**config.mk**
```make
export PLATFORM = sky130hd
export DESIGN_NAME = simd_addacc
export DESIGN_NICKNAME = d
export VERILOG_FILES = /design/src/rtl/simd_addacc_pkg.sv /design/src/rtl/addacc_seg.sv /design/src/rtl/addacc_lane_ctrl.sv /design/src/rtl/simd_addacc.sv
export SDC_FILE = /design/constraint.sdc
export NUM_CORES = 1
export LEC_CHECK = 0
export ABC_AREA = 1
export CAP_MARGIN = 10
export CORE_MARGIN = 2
export CORE_UTILIZATION = 30
export CTS_BUF_LIST = sky130_fd_sc_hd__clkbuf_8
export DETAILED_ROUTE_END_ITERATION = 12
export GPL_TIMING_DRIVEN = 0
export HOLD_SLACK_MARGIN = 0.03
export REMOVE_ABC_BUFFERS = 1
export SETUP_SLACK_MARGIN = 0.3
export SLEW_MARGIN = 20
export SYNTH_ARGS = -nofsm -noshare
export SYNTH_HDL_FRONTEND = slang
export SYNTH_SLANG_ARGS = --single-unit
export TNS_END_PERCENT = 1
```
**constraint.sdc**
```tcl
create_clock -name clk -period 11.1 [get_ports clk]
set_input_delay 3.33 -clock clk [delete_from_list [all_inputs] [get_ports clk]]
set_output_delay 3.33 -clock clk [all_outputs]
set_load 0.1 [all_outputs]
```
**src/rtl/simd_addacc_pkg.sv**
```systemverilog
package simd_addacc_pkg;
  // Number of 12-bit segments; the three layouts need exactly four.
  localparam int unsigned NSEG_DEF = 4;

  typedef enum logic [1:0] {
    LAYOUT_FULL = 2'd0,
    LAYOUT_HALF = 2'd1,
    LAYOUT_QUAD = 2'd2
  } layout_e;

  // Collapse the raw mode code to a layout (code 3 behaves as quad).
  function automatic layout_e decode_layout(input logic [1:0] code);
    if (code[1])      return LAYOUT_QUAD;
    else if (code[0]) return LAYOUT_HALF;
    else              return LAYOUT_FULL;
  endfunction
endpackage

```
**src/rtl/addacc_seg.sv**
```systemverilog
module addacc_seg #(
  parameter int unsigned SEG_W = 12
) (
  input  logic [SEG_W-1:0] x_i,
  input  logic [SEG_W-1:0] y_i,
  input  logic             inv_i,
  input  logic             cin_i,
  output logic [SEG_W-1:0] sum_o,
  output logic             cout_o
);
  logic [SEG_W-1:0] y_eff;
  logic [SEG_W:0]   total;

  always_comb begin
    y_eff  = inv_i ? ~y_i : y_i;
    total  = {1'b0, x_i} + {1'b0, y_eff} + {{SEG_W{1'b0}}, cin_i};
    sum_o  = total[SEG_W-1:0];
    cout_o = total[SEG_W];
  end
endmodule

```
**src/rtl/addacc_lane_ctrl.sv**
```systemverilog
module addacc_lane_ctrl
  import simd_addacc_pkg::*;
#(
  parameter int unsigned NSEG = 4
) (
  input  logic [1:0]      mode_i,
  input  logic [NSEG-1:0] seg_cout_i,
  output logic [NSEG-1:0] seg_start_o,
  output logic [NSEG-1:0] lane_cout_o,
  output logic            top_cout_o
);
  localparam int unsigned HALF = NSEG / 2;

  layout_e lay;

  always_comb begin
    lay         = decode_layout(mode_i);
    seg_start_o = '0;
    lane_cout_o = '0;
    top_cout_o  = seg_cout_i[NSEG-1];
    for (int s = 0; s < NSEG; s++) begin
      unique case (lay)
        LAYOUT_QUAD: seg_start_o[s] = 1'b1;
        LAYOUT_HALF: seg_start_o[s] = (s % HALF) == 0;
        default:     seg_start_o[s] = (s == 0);
      endcase
    end
    unique case (lay)
      LAYOUT_QUAD: lane_cout_o = seg_cout_i;
      LAYOUT_HALF: begin
        for (int l = 0; l < 2; l++) lane_cout_o[l] = seg_cout_i[(l+1)*HALF-1];
      end
      default: lane_cout_o[0] = seg_cout_i[NSEG-1];
    endcase
  end
endmodule

```
**src/rtl/simd_addacc.sv**
```systemverilog
module simd_addacc
  import simd_addacc_pkg::*;
#(
  parameter int unsigned WIDTH = 48,
  parameter int unsigned NSEG  = NSEG_DEF
) (
  input  logic             clk,
  input  logic             rst,
  input  logic [1:0]       mode_i,
  input  logic             sub_i,
  input  logic             acc_i,
  input  logic             clr_i,
  input  logic             cas_cin_i,
  input  logic [WIDTH-1:0] a_i,
  input  logic [WIDTH-1:0] b_i,
  output logic [WIDTH-1:0] result_o,
  output logic [NSEG-1:0]  lane_cout_o,
  output logic             cas_cout_o
);
  localparam int unsigned SEG_W = WIDTH / NSEG;

  logic [WIDTH-1:0] res_q, x_op, sum_d;
  logic [NSEG-1:0]  seg_cin, seg_cout, seg_start, lane_cout_d;
  logic [NSEG-1:0]  lane_q;
  logic             top_cout, cas_d, cas_q;

  // Feedback mux: accumulate takes the register in place of A.
  assign x_op = acc_i ? res_q : a_i;

  addacc_lane_ctrl #(.NSEG(NSEG)) ctrl_i (
    .mode_i      (mode_i),
    .seg_cout_i  (seg_cout),
    .seg_start_o (seg_start),
    .lane_cout_o (lane_cout_d),
    .top_cout_o  (top_cout)
  );

  // Segmented carry chain: a lane start cuts the chain and injects sub.
  for (genvar s = 0; s < NSEG; s++) begin : g_seg
    if (s == 0) begin : g_low
      assign seg_cin[s] = cas_cin_i ^ sub_i;
    end else begin : g_up
      assign seg_cin[s] = seg_start[s] ? sub_i : seg_cout[s-1];
    end
    addacc_seg #(.SEG_W(SEG_W)) seg_i (
      .x_i    (x_op[s*SEG_W +: SEG_W]),
      .y_i    (b_i[s*SEG_W +: SEG_W]),
      .inv_i  (sub_i),
      .cin_i  (seg_cin[s]),
      .sum_o  (sum_d[s*SEG_W +: SEG_W]),
      .cout_o (seg_cout[s])
    );
  end

  assign cas_d = (decode_layout(mode_i) == LAYOUT_FULL) ? (top_cout ^ sub_i) : 1'b0;

  always_ff @(posedge clk) begin
    if (rst || clr_i) begin
      res_q  <= '0;
      lane_q <= '0;
      cas_q  <= 1'b0;
    end else begin
      res_q  <= sum_d;
      lane_q <= lane_cout_d;
      cas_q  <= cas_d;
    end
  end

  assign result_o    = res_q;
  assign lane_cout_o = lane_q;
  assign cas_cout_o  = cas_q;

  // ---------------- assertions ----------------
  logic live_q;
  always_ff @(posedge clk) begin
    if (rst) live_q <= 1'b0;
    else     live_q <= 1'b1;
  end

  assert_clear_zero_R8: assert property (@(posedge clk) disable iff (rst)
    (live_q && $past(clr_i)) |-> (result_o == '0 && lane_cout_o == '0 && !cas_cout_o));

  assert_split_cascade_quiet_R10: assert property (@(posedge clk) disable iff (rst)
    (live_q && $past(mode_i) != 2'd0) |-> !cas_cout_o);

  assert_full_unused_cout_R9: assert property (@(posedge clk) disable iff (rst)
    (live_q && $past(mode_i) == 2'd0) |-> (lane_cout_o[NSEG-1:1] == '0));

  assert_half_unused_cout_R9: assert property (@(posedge clk) disable iff (rst)
    (live_q && $past(mode_i) == 2'd1) |-> (lane_cout_o[NSEG-1:2] == '0));

  assert_acc_feedback_R7: assert property (@(posedge clk) disable iff (rst)
    (live_q && $past(acc_i) && !$past(clr_i) && $past(mode_i) == 2'd0 && !$past(sub_i))
    |-> (result_o == WIDTH'($past(result_o) + $past(b_i) + WIDTH'($past(cas_cin_i)))));
endmodule

```
==> results.sh <==
export IMPL_status="complete, no violations"
export IMPL_hold_path_depth=3
export IMPL_postSynthAreaPerCell_sq_um=6.89
export IMPL_gr_usage_all_layers_pct=15.2
export IMPL_row_count=47
export IMPL_synth_most_common_cell="nand2_1"
export IMPL_core_area_sq_um=16600
export IMPL_antenna_found_initial=1
export IMPL_synthTopCellsByArea="dfxtp_1 (21%), nand2_1 (14%), ha_1 (11%), mux2_2 (9.7%), xor2_1 (7.9%)"
export IMPL_drtAntennaViolNets=0
export IMPL_hold_violations=0
export IMPL_seqCellArea_sq_um=1060
export IMPL_holdPathEnd="result_o[8]$_SDFF_PP0_"
export IMPL_ys_seq_area_share_pct=20.8
export IMPL_avgRoutedWirePerCell_um=12.0
export IMPL_multi_input_area_sq_um=3580
export IMPL_fin_crit_sh_pct=89.8
export IMPL_rsz0062_at_grt="no"
export IMPL_viasPerCell=4.42
export IMPL_crit_top_cell="nand3_1"
export IMPL_vdd_drop_max_mv=0.0637
export IMPL_io_buffer_count=156
export IMPL_drc=0
export IMPL_cpPeakStageDelay_ps=490
export IMPL_worstMarginPinSlew_ps=1030
export IMPL_fmax_ghz=0.100
export IMPL_grt_pass1_vias=4840
export IMPL_cts_root_buffer="clkbuf_8"
export IMPL_top_usage_layer="met2"
export IMPL_ys_ff_latch=53
export IMPL_ys_dominant_reg_cell="dfxtp_1"
export IMPL_skew_ps=13.0
export IMPL_cts_setup_buffers=0
export IMPL_drt_iter0_markers=177
export IMPL_setup_violations=0
export IMPL_synth_top_cells_by_count="nand2_1 (188), inv_1 (95), nor2_1 (89)"
export IMPL_worstSkewPairLatency_ps=330
export IMPL_start_util_pct=30.8
export IMPL_place_hpwl_um=10700
export IMPL_worstPathMaxFanout=50
export IMPL_maxCapViolCount=0
export IMPL_grt_pass1_wl_um=22500
export IMPL_drive_above_1_share_pct=9.10
export IMPL_pre_cts_slack_ps=323
export IMPL_wirelength_um=13400
export IMPL_p_total_mw=0.920
export IMPL_cts_tree="yes"
export IMPL_gr_usage_met1_pct=20.5
export IMPL_required_ps=11330
export IMPL_holdCritPathClass="flop to flop"
export IMPL_area_growth_syn_to_layout_pct=37.3
export IMPL_finalSetupTns_ps=0
export IMPL_crit_slowest_cell="fa_1"
export IMPL_cts_sinks=53
export IMPL_async_reset_ff_share_pct=0
export IMPL_worstSetupPathType="primary input to flop"
export IMPL_p_leak_nw=3.38
export IMPL_drtPass1Iterations=4
export IMPL_cp_end_kind="flop"
export IMPL_ios=157
export IMPL_slew_headroom_pct=31.3
export IMPL_fillers=1760
export IMPL_startpoint="acc_i"
export IMPL_num_vias=4913
export IMPL_die_w_um=134
export IMPL_ff2ff_setup_slack_ps=4330
export IMPL_start_kind="primary input"
export IMPL_overflow=0
export IMPL_r2r_start="result_o[0]$_SDFF_PP0_"
export IMPL_clk_path_buf_depth=2
export IMPL_synth_edf_count=0
export IMPL_synth_top_area_share_pct=20.8
export IMPL_cts_buffers=5
export IMPL_fp_dieH_um=134
export IMPL_met2_usage_pct=25.0
export IMPL_ff2ff_path_depth=35
export IMPL_finalCriticalPeriod_ps=9970
export IMPL_yosysWarnings=0
export IMPL_netlist_area_sq_um=5100
export IMPL_htree_levels=2
export IMPL_p_per_area_nw_per_um2=131
export IMPL_die_area_sq_um=18100
export IMPL_r2r_end="lane_cout_o[0]$_SDFF_PP0_"
export IMPL_yosysUniqueCellTypes=27
export IMPL_grt_max_degree=51
export IMPL_syn_inst=741
export IMPL_setup_slack_ps=1130
export IMPL_clk_pin_slew_ps=110
export IMPL_met3_usage_pct=3.02
export IMPL_worst_ep_arrival_time_ps=10200
export IMPL_synth_area_leader_cell="dfxtp_1"
export IMPL_globalplace_congestion=0.813
export IMPL_final_util_pct=42.2
export IMPL_min_from="result_o[8]$_SDFF_PP0_"
export IMPL_nNetsFinal=1045
export IMPL_slew_violations=0
what timing repair did:
item                                    4_1_cts  5_1_grt
endpoints found under the setup margin        0        6
resized for setup                             0        1
hold buffers                                  0        0
through the flow:
step	area [sq um]	hold WS, ps	instances
final	7000	772	1111
after global routing	7000	848	1111
after CTS	7000	781	1110
after detailed placement	6880	761	1102
after global placement	6830	753	1100
after floorplan	5000	1160	724
worst max-delay path: cells and delay by family:
family	cells	cell delay, ps
fa+ha+maj	8	3060
simple gates	22	2280
buf+inv	3	550
compound gates	2	520
mux	1	420
cell usage in the layout, fill, tap and decap left out, types with 2 or more instances in the layout:
cell type and n:
nor2_1 89, xnor2_1 5, nor2_2 5, dfxtp_1 53, nand2_2 8, nand4_1 3
o21bai_4 2, mux2i_1 2, o21ai_0 19, fa_1 8, ha_1 44, o21ai_1 7
clkbuf_8 6, nand3_2 8, a21oi_1 47, and2_1 2, a21o_1 3, inv_1 96
nand3_1 39, o21bai_1 3, nand2_1 188, clkdlybuf4s50_1 154, mux2_2 44, xor2_1 46
a21oi_2 2
sequential cells by signal, indices dropped and copies added, names as in the netlist:
register     count
result_o        48
cas_cout_o       1
lane_cout_o      4
layout make-up:
cell class	instances	area share (%)
clock buffer	6	1.18
sequential	53	15.1
inverter	95	5.09
clock inverter	2	0.482
antenna	1	0.0357
tap	220	3.93
multi-input combinational	576	51.2
timing repair buffer	158	23.0
per-layer routing:
layer | wire length [um] | part of all wire [%]
met1 | 6510 | 49
met2 | 6020 | 45
met3 | 640 | 4.8
met4 | 184 | 1.4
met5 | 0 | 0
worst max-delay path by stage:
| stage | slack [ps] | end | cells after the start |
|---|---|---|---|
| finish | 1130 | lane_cout_o[0]$_SDFF_PP0_ | 36 |
| global route | 350 | result_o[42]$_SDFF_PP0_ | 35 |
| CTS | 690 | lane_cout_o[0]$_SDFF_PP0_ | 36 |
| detailed placement | 320 | lane_cout_o[0]$_SDFF_PP0_ | 36 |
| global placement | -1780 | result_o[42]$_SDFF_PP0_ | 35 |
| floorplan | 2410 | result_o[42]$_SDFF_PP0_ | 34 |
power breakdown:
| group | switching (mW) | leakage, nW | internal (mW) |
|---|---|---|---|
| combinational | 0.364 | 2.89 | 0.185 |
| sequential | 0.0104 | 0.435 | 0.212 |
| clock | 0.0754 | 0.0626 | 0.0730 |
logic make-up after synthesis:
logic type | after synthesis | synth area share [%]
flops | 53 | 20.8
compound gates | 84 | 9.27
xor+xnor | 51 | 8.75
buf+inv | 112 | 9.05
mux | 46 | 10.1
simple gates | 343 | 28.1
fa+ha+maj | 52 | 13.9
Power figures use the tool's default switching activity.
